$ cat src/rtl/heartbeat_seq.sv
module heartbeat_seq #(
  parameter int SLOW_TICKS = 2500000,
  parameter int FAST_TICKS = 1250000
) (
  input  logic       clk,
  input  logic       rst,
  input  logic       fast,
  output logic [6:0] seg_d3,
  output logic [6:0] seg_d2,
  output logic [6:0] seg_d1,
  output logic [6:0] seg_d0
);
  localparam int CW = $clog2(SLOW_TICKS + 1);
  localparam logic [CW-1:0] SLOW_LAST = CW'(SLOW_TICKS - 1);
  localparam logic [CW-1:0] FAST_LAST = CW'(FAST_TICKS - 1);
  localparam logic [6:0] DARK  = 7'b1111111;
  localparam logic [6:0] RIGHT = 7'b1111001;
  localparam logic [6:0] LEFT  = 7'b1001111;

  logic [CW-1:0] cnt;
  logic [CW-1:0] last;
  logic [1:0]    phase;
  logic          tick;

  assign last = fast ? FAST_LAST : SLOW_LAST;
  assign tick = (cnt == last);

  always_ff @(posedge clk) begin
    if (rst) begin
      cnt   <= '0;
      phase <= 2'd0;
    end else begin
      if (cnt >= last) cnt <= '0;
      else             cnt <= cnt + 1'b1;
      if (tick) phase <= phase + 2'd1;
    end
  end

  always_comb begin
    case (phase)
      2'd0:    {seg_d3, seg_d2, seg_d1, seg_d0} = {DARK, RIGHT, LEFT, DARK};
      2'd2:    {seg_d3, seg_d2, seg_d1, seg_d0} = {LEFT, DARK, DARK, RIGHT};
      default: {seg_d3, seg_d2, seg_d1, seg_d0} = {DARK, LEFT, RIGHT, DARK};
    endcase
  end
endmodule

$ cat config.mk
export PLATFORM = sky130hd
export DESIGN_NAME = heartbeat_seq
export DESIGN_NICKNAME = d
export VERILOG_FILES = /design/src/rtl/heartbeat_seq.sv
export SDC_FILE = /design/constraint.sdc
export NUM_CORES = 1
export LEC_CHECK = 0
export BUFFER_PORTS_ARGS = -buffer_cell sky130_fd_sc_hd__buf_4
export CAP_MARGIN = 20
export CELL_PAD_IN_SITES_DETAIL_PLACEMENT = 1
export CELL_PAD_IN_SITES_GLOBAL_PLACEMENT = 1
export CORE_ASPECT_RATIO = 1.1
export CORE_MARGIN = 5
export CORE_UTILIZATION = 40
export CTS_CLUSTER_SIZE = 20
export DETAILED_ROUTE_END_ITERATION = 10
export GPL_TIMING_DRIVEN = 0
export MAX_ROUTING_LAYER = met4
export PLACE_DENSITY = 0.82
export SLEW_MARGIN = 15
export SYNTH_ARGS = -nofsm -noshare
export SYNTH_HDL_FRONTEND = slang
export SYNTH_SLANG_ARGS = --single-unit
export TNS_END_PERCENT = 50
$ cat constraint.sdc
create_clock -name clk -period 2 [get_ports clk]
set_input_delay 0.1 -clock clk [delete_from_list [all_inputs] [get_ports clk]]
set_output_delay 0.1 -clock clk [all_outputs]
set_load 0.01 [all_outputs]
# After elaboration in Yosys (flattened, before gate mapping)
# Cells that the tools add are included.
# classes
add_sub_neg	2
n_lt_le_gt_ge	1
eq_ne	2
n_mux	5
n_reduce_logical	2
# op_table
operator	n
6-bit case mux with 2 select lines	2
22-bit by 1-bit adder with 22-bit output, second input constant	1
22-bit equality test	1
22-bit greater-or-equal comparator	1
22-bit 2-to-1 mux	1
6-bit 2-to-1 mux	1
3-bit 2-to-1 mux	1
2-bit by 1-bit adder with 2-bit output, second input constant	1
2-bit equality test, second input constant	1
2-bit zero test	1
2-bit OR reduction	1
# word_totals
ff_bits	24
inputBits	3
output_inout_bits	28
word_cells	14

# Longest topological paths before layout
# Gate-level depths: netlist of run 1.
# depth
word_depth	3
depth_mapped	8
ltp_nobuf	7

# Least setup slack after synthesis of run 1
# No wires, ideal clock.
# synth_timing
kind	register to register
from	reg cnt[16]
to	reg cnt[4]
setup_time_ns	0.115
t_arrival_ns	1.583
required_ns	1.885
setup_slack_ns	0.302
path_stages_with_launch	8
n_path_buf	1
synth_period_minus_slack_ns	1.698
cell_sequence	dfxtp_1 -> ha_1 -> or3b_1 -> nor3_2 -> nand3_1 -> o211ai_2 -> buf_6 -> nor2_1
# synth_via
elab_chain_len	2
# synth_rtl
item	line_no	text
from (decl)	20	logic [CW-1:0] cnt;
from (signal assigned)	34	else cnt <= cnt + 1'b1;
22-bit greater-or-equal comparator	33	if (cnt >= last) cnt <= '0;
2-bit OR reduction (no source line)	n/a	
# Every way passes these cells.
# A chain may end at the register's enable or synchronous reset.

# Worst setup path in the final report of run 1
# layout_timing
from	reg cnt[16]
to	reg cnt[21]
# layout_via
elab_chain_len	2
elab_cells_between_ends	3
classes_between	1 x add/sub; 1 x order compare; 1 x reduce/logical
# layout_rtl
item	line_no
22-bit greater-or-equal comparator	33
2-bit OR reduction (no source line)	n/a
# Several ways; a longest one is shown, not always the timed one.

==> results.cfg, run 1 <==
[final_layout]
synthToLayoutAreaGrowth_pct = 18.7
fin_nets = 233
multi_input_area_um2 = 878
drive_gt1_share_pct = 23.8
regArea_um2 = 480
antenna_cells = 0
fillCellCount = 473
stdcell_count = 264
post-route-util_pct = 49.9

[yosys]
ys_ff_latch = 24
syn-instance-count = 180
synth.area.top_cells = dfxtp_1, buf_4, ha_1, nor2_1, xor2_1
postSynthAreaPerCell_um2 = 8.61
syn-cell-area_um2 = 1550
synth_top_area_share_pct = 31.0
synth.cells.most_frequent = nor2_1, buf_4, dfxtp_1
dominantRegCellSynth = dfxtp_1
yosysMostFrequentCell = nor2_1
synth_largest_area_cell = dfxtp_1
synth_seq_area_share_pct = 31.0
synth-async-reset-ratio_pct = 0
yosys_warnings = 0
yosysUniqueCellTypes = 31
synth_edf_count = 0

[grt]
grt_max_degree = 14
grt_pass1_vias = 1199
grt_overflow = 0
track_usage_pct = 13.8
grt_pass1_wl_um = 5620
antenna_found_initial = 0

[worst_setup_path]
path_max_fanout = 10
critPathArrivalTime_ns = 2.02
crit_type = flip-flop to flip-flop
startpoint = cnt[16]$_SDFF_PP0_
crit_path_end_kind = flip-flop
reg2reg_slack_ns = 0.15
required_ns = 2.17
start_kind = flip-flop
rr_startpoint = cnt[16]$_SDFF_PP0_

[clocking]
cts-root-buf = clkbuf_8
cts_tree = built
clock-sinks = 24
hold_buffers = 1
cts_made_buffers = 3
insertion_delay_ns = 0.27
cts_buffer_depth = 2
cts.htree.levels = 1
cts_resized = 0
path_clk_slew_ns = 0.09
cts_setup_buffers = 0

[place]
gp_congestion = 0.751
port_buffers = 14
dp.cells = 259
hpwl_um = 2540
post-place-ws_ns = 0.0936

[routing]
drc = 0
detail-route-antenna-nets = 0
viasPerCell = 4.63
totalWireLength_um = 3180
detail_route.wl_per_cell_um = 12.0
first_pass_iters = 2
drt-initial-drc-count = 7
vias = 1222

[floorplanning]
core-area_um2 = 3680
io_pins = 31
rows = 23
initial_core_util_pct = 42.1
die_h_um = 75.3
die-area_um2 = 5220
die_x_um = 69.3

[sta]
rsz0062_at_grt = false
setup_slack_ns = 0.146
post-route-min-period_ns = 1.85
drv_slew = 0
holdWs_ns = 0.423
fmax_mhz = 539
finClkSkew_ns = 0.00251
finalHoldViolations = 0
fin_setup_tns_ns = 0
finalCritPeriodShare_pct = 92.7
setup_viol = 0

[power]
ir_worst_vdd_uv = 341
power_density_nw_per_um2 = 495
leakagePower_nw = 0.813

[hold_path]
hold_class = input port to flip-flop
min_from = fast

[job]
max_cap_viol_count = 0

[status]
status = complete, no violations
per-layer routing:
layer  part of all wire (%)  vias to the layer above  global-route usage [%]  wire (um)
met2                     48                       24                    22.6       1540
met4                    1.5                        0                    5.21         49
met3                    4.9                        4                    3.87        157
met1                     45                      561                    16.3       1430
li1                       -                      633                       -          -
met5                      0                        -                       -          0
metrics by stage:
stage                     total power, W  instance area, um2
after global placement          0.000576                1770
after detailed placement        0.000579                1770
final                           0.000909                1840
after global routing            0.000956                1840
after CTS                       0.000920                1840
after floorplan                 0.000563                1610
state kept, by name, indices dropped and copies added, names as in the netlist:
name / count
cnt: 22
phase: 2
logic make-up after synthesis:
kind of cell	Yosys count	share of synthesized area (%)
AO/OA/AOI/OAI	11	4.69
flip-flops	24	31.0
XOR/XNOR	21	11.9
multiplexers	1	0.646
adder cells (fa/ha/maj)	15	12.1
AND/OR/NAND/NOR	71	23.5
buffers and inverters	36	15.9
other	1	0.242
area by class of cell:
type | count | share of cell area (%)
clock buffers | 4 | 3.00
repair buffers | 15 | 6.26
well taps | 50 | 3.40
flip-flops and latches | 24 | 26.1
inverters | 7 | 1.43
plain buffers | 29 | 12.0
multi-input cells | 135 | 47.8
placed cells by master, fill, tap and decap left out, types with 7 or more instances in the layout:
master,n
xor2_1,12
buf_4,39
ha_1,15
inv_1,7
dfxtp_1,24
xnor2_1,9
nand4_1,7
conb_1,16
nand3_1,9
nand2_1,9
nor2_1,29
final timing paths:
check             cells past startpoint            endpoint
setup / recovery                      7  cnt[21]$_SDFF_PP0_
hold / removal                        5  cnt[19]$_SDFF_PP0_
setup reg to reg                      7  cnt[21]$_SDFF_PP0_
hold reg to reg                       1   cnt[0]$_SDFF_PP0_
worst max-delay path, stage by stage (launching register included):
cell and delay, ns:
dfxtp_1 0.36, ha_1 0.29, or3b_1 0.36, nor3_2 0.17, nand3_1 0.13, o211ai_2 0.21, buf_6 0.17, nor2_1 0.05
power by group:
group	internal (W)	total [W]	switching [W]
clock	0.000176	0.000339	0.000162
combinational	0.0000400	0.0000832	0.0000432
sequential	0.000483	0.000487	0.00000462
total	0.000699	0.000909	0.000210
(Power assumes the default switching activity.)
==> run 2, diff against run 1 <==
RECOVER_POWER = 100   (was not set)
==> run 2 against run 1 <==
  * Sequential share of layout area grew 0.16 points
  * Sequential cell count is the same
  * Routed wire length is essentially flat
  * Clock skew is the same
  * Utilization shrank 0.31 points
  * Via count is the same
  * Global-route usage is the same
  * Hold slack is essentially flat
  * Maximum frequency is the same
  * Clock power is essentially flat
  * Cell count is the same
  * Combinational power is essentially flat
  * Critical endpoint unchanged
  * Largest cell class unchanged
==> results.cfg, run 2 (same netlist as run 1, synthesis figures left out) <==
[floorplanning]
rows = 23
core-area_um2 = 3680
io_pins = 31
die_x_um = 69.3
initial_core_util_pct = 42.1
die-area_um2 = 5220
die_h_um = 75.3

[final_layout]
fin_nets = 233
antenna_cells = 0
final_common_cell = nor2_1
reg.largest.list = cnt (22), phase (2)
final_area_um2 = 1830
layout_common_cells = nor2_1, buf_4, dfxtp_1
largest_reg_flops = 22
synthToLayoutAreaGrowth_pct = 17.9
regMostFlops = cnt
fillCellCount = 475
drive_gt1_share_pct = 22.4

[clocking]
cts_setup_buffers = 0
cts_resized = 0
cts_buffer_depth = 2
cts.htree.levels = 1
path_clk_slew_ns = 0.09
cts_tree = built
insertion_delay_ns = 0.27
cts-root-buf = clkbuf_8
clock-sinks = 24
cts_made_buffers = 3

[power]
leakagePower_nw = 0.802
p_total_w = 0.000909
ir_worst_vdd_uv = 341
power_density_nw_per_um2 = 498

[worst_setup_path]
slowest_delay_ns = 0.36
crit_path_cell_trace = ha_1, or3b_1, nor3_2, nand3_1, o211ai_2, buf_6, nor2_1
crit_slowest_cell = dfxtp_1
crit_path_end_kind = flip-flop
reg2reg_slack_ns = 0.15
path_max_fanout = 10
required_ns = 2.17
start_kind = flip-flop
crit_type = flip-flop to flip-flop
critPathArrivalTime_ns = 2.02

[routing]
drc = 0
viasPerCell = 4.63
first_pass_iters = 2
vias = 1222
detail-route-antenna-nets = 0
detail_route.wl_per_cell_um = 12.0
totalWireLength_um = 3180
drt-initial-drc-count = 7

[grt]
grt_pass1_vias = 1199
grt_pass1_wl_um = 5620
grt_max_degree = 14
antenna_found_initial = 0
grt_overflow = 0
track_usage_pct = 13.8

[status]
status = complete, no violations

[sta]
fin_setup_tns_ns = 0
setup_slack_ns = 0.146
setup_viol = 0
drv_slew = 0
finClkSkew_ns = 0.00251
rsz0062_at_grt = false
finalHoldViolations = 0
holdWs_ns = 0.423
finalCritPeriodShare_pct = 92.7
post-route-min-period_ns = 1.85
fmax_mhz = 539

[job]
max_cap_viol_count = 0

[place]
gp_congestion = 0.751
post-place-ws_ns = 0.0936
port_buffers = 14
place_area_um2 = 1770
hpwl_um = 2540

[hold_path]
hold_class = input port to flip-flop
run 2: cell types whose count changed in the layout (fill, tap and decap cells not counted), sizes merged:
cell / before / now
buf: 42 / 30
clkbuf: 5 / 17
run 2: layout make-up:
cell class | count | area [um2] | share of cell area (%)
buffer | 29 | 220 | 12.1
sequential | 24 | 480 | 26.3
timing repair buffer | 15 | 104 | 5.68
inverter | 7 | 26.3 | 1.44
tap | 50 | 62.6 | 3.42
clock buffer | 4 | 55.1 | 3.01
multi-input combinational | 135 | 878 | 48.1
run 2: critical path: cells and delay by family (launching register included):
kind,cells,cell delay (ns)
AND/OR/NAND/NOR,4,0.71
flip-flops,1,0.36
adder cells (fa/ha/maj),1,0.29
AO/OA/AOI/OAI,1,0.21
buffers and inverters,1,0.17
run 2: layer usage:
metal	wire [um]	part of all wire (%)	track usage [%]	vias to the layer above
met3	159	5.0	3.87	4
met4	49	1.5	5.21	0
met2	1530	48	22.6	24
li1	-	-	-	633
met1	1430	45	16.3	561
met5	0	0	-	-
run 2: stage by stage:
| step | utilization, % | cells |
|---|---|---|
| finish | 49.6 | 264 |
| global route | 49.6 | 264 |
| CTS | 49.9 | 264 |
| detailed placement | 48.1 | 259 |
| global placement | 48.1 | 259 |
| floorplan | - | 195 |
run 2: what timing repair did:
item,CTS,global route
setup endpoints to repair,0,0
hold endpoints to repair,2,0
hold buffers,1,0
run 2: path summary, 6_finish.rpt:
kind | cells past startpoint | startpoint | to
hold / removal | 5 | fast | cnt[19]$_SDFF_PP0_
hold reg to reg | 1 | cnt[0]$_SDFF_PP0_ | cnt[0]$_SDFF_PP0_
setup / recovery | 7 | cnt[16]$_SDFF_PP0_ | cnt[21]$_SDFF_PP0_
setup reg to reg | 7 | cnt[16]$_SDFF_PP0_ | cnt[21]$_SDFF_PP0_
run 2: power by group:
part | internal (W) | total, W | switching [W] | leakage [nW]
combinational | 0.0000400 | 0.0000832 | 0.0000431 | 0.580
sequential | 0.000483 | 0.000487 | 0.00000462 | 0.194
clock | 0.000176 | 0.000339 | 0.000162 | 0.0288
==> run 3, diff against run 2 <==
PLACE_DENSITY = 0.86   (was 0.82)
clock period = 1.8 ns   (was 2 ns; I/O delays follow)
==> run 3 against run 2 <==
  * The run now ends with setup timing left
  * Power is 11% higher
  * Register-to-register slack worse by 0.17 ns
  * Final area is 1.8% higher
  * Sequential cell count stayed put
  * First-iteration DRC count is 57% higher
  * Worst setup slack worse by 0.17 ns
  * Sequential power is 11% higher
  * Hold slack worse by 0.0094 ns
  * Utilization is 0.88 points higher
  * Maximum frequency is 1.5% higher
  * Largest power group unchanged
  * Cell count is 0.38% higher
  * Largest cell class unchanged
  * Routed wire length is 9.3% higher
==> results.cfg, run 3 (same netlist as run 1, synthesis figures left out) <==
[floorplanning]
die-area_um2 = 5220
die_x_um = 69.3
core-area_um2 = 3680
initial_core_util_pct = 42.1
die_h_um = 75.3
rows = 23
io_pins = 31

[final_layout]
fin_nets = 234
fillCellCount = 473
largest_reg_flops = 22
reg.largest.list = cnt (22), phase (2)
layout_common_cells = nor2_1, buf_4, dfxtp_1
antenna_cells = 0
regMostFlops = cnt
drive_gt1_share_pct = 24.2
final_common_cell = nor2_1
synthToLayoutAreaGrowth_pct = 20.0

[worst_setup_path]
crit_path_end_kind = flip-flop
path_max_fanout = 10
crit_path_cell_trace = ha_4, or3b_4, nor3_4, nand3_1, o211ai_2, buf_6, nor2_1
slowest_delay_ns = 0.38
reg2reg_slack_ns = -0.03
crit_type = flip-flop to flip-flop
crit_slowest_cell = or3b_4
start_kind = flip-flop
path_delay_family = simple AND/OR/NAND/NOR gates
critPathArrivalTime_ns = 1.99
cp_num_buf_inv = 1
required_ns = 1.97

[power]
power_density_nw_per_um2 = 542
leakagePower_nw = 0.805
ir_worst_vdd_uv = 337

[clocking]
cts_made_buffers = 3
cts_tree = built
cts_buffer_depth = 2
clock-sinks = 24
insertion_delay_ns = 0.26
cts.htree.levels = 1
path_clk_slew_ns = 0.09
cts-root-buf = clkbuf_8

[sta]
finClkSkew_ns = 0.00165
holdWs_ns = 0.414
fmax_mhz = 547
setup_viol = 20
drv_slew = 0
rsz0062_at_grt = true
finalHoldViolations = 0
setup_slack_ns = -0.0271
fin_setup_tns_ns = -0.300
finalCritPeriodShare_pct = 102
post-route-min-period_ns = 1.83

[grt]
track_usage_pct = 15.0
antenna_found_initial = 0
grt_max_degree = 14
grt_pass1_vias = 1354
grt_overflow = 0
grt_pass1_wl_um = 6170

[routing]
viasPerCell = 4.78
drt-initial-drc-count = 11
vias = 1268
totalWireLength_um = 3470
detail-route-antenna-nets = 0
detail_route.wl_per_cell_um = 13.1
first_pass_iters = 4
drc = 0

[hold_path]
hold_class = input port to flip-flop

[job]
max_cap_viol_count = 0

[place]
gp_congestion = 0.731
port_buffers = 14
hpwl_um = 2710

[status]
status = finished with violations
failed_checks = setup timing
-- run 3: final timing paths --
kind                      startpoint            endpoint  depth (start not counted)
setup / recovery  cnt[16]$_SDFF_PP0_   cnt[9]$_SDFF_PP0_                          7
setup reg to reg  cnt[16]$_SDFF_PP0_   cnt[9]$_SDFF_PP0_                          7
hold reg to reg    cnt[0]$_SDFF_PP0_   cnt[0]$_SDFF_PP0_                          1
hold / removal                  fast  cnt[19]$_SDFF_PP0_                          5
-- run 3: stage by stage --
| stage | cells | total power [W] | worst slack [ns] | utilization (%) | area, um2 |
|---|---|---|---|---|---|
| after CTS | 265 | 0.00101 | -0.0495 | 50.5 | 1860 |
| after detailed placement | 259 | 0.000644 | -0.118 | 48.1 | 1770 |
| after global placement | 259 | 0.000641 | -0.0923 | 48.1 | 1770 |
| after floorplan | 195 | 0.000626 | 0.102 | - | 1610 |
| final | 265 | 0.00101 | -0.0271 | 50.5 | 1860 |
| after global routing | 265 | 0.00107 | -0.133 | 50.5 | 1860 |
-- run 3: repair_timing --
| item | 4_1_cts | 5_1_grt |
|---|---|---|
| endpoints found under the setup margin | 22 | 24 |
| setup buffers | 1 | 0 |
| gates resized for setup | 2 | 3 |
| gates cloned | 0 | 0 |
| hold buffers | 1 | 0 |
| hold endpoints to repair | 2 | 0 |
-- run 3: area by class of cell --
class	count	area (um2)	area share [%]
buffer	29	220	11.8
clock buffer	4	55.1	2.96
inverter	7	26.3	1.41
multi-input combinational	135	906	48.7
sequential	24	482	25.9
tap	50	62.6	3.36
timing repair buffer	16	108	5.79
-- run 3: worst reg2reg max path, stage by stage (launching register included) --
cell      delay, ns
dfxtp_2        0.36
ha_4           0.27
or3b_4         0.38
nor3_4         0.15
nand3_1        0.13
o211ai_2       0.21
buf_6          0.18
nor2_1         0.06
-- run 3: layer usage --
| layer | share of wire, % | wire, um | GRT usage, % |
|---|---|---|---|
| met5 | 0 | 0 | - |
| met4 | 0.86 | 30 | 4.77 |
| met3 | 5.0 | 173 | 2.94 |
| met2 | 51 | 1780 | 27.9 |
| met1 | 43 | 1490 | 16.2 |
-- run 3: report_power, final --
part / leakage (nW) / switching, W / internal (W)
logic: 0.582 / 0.0000502 / 0.0000464
registers: 0.194 / 0.00000519 / 0.000536
clock network: 0.0288 / 0.000175 / 0.000195
total: 0.805 / 0.000230 / 0.000778
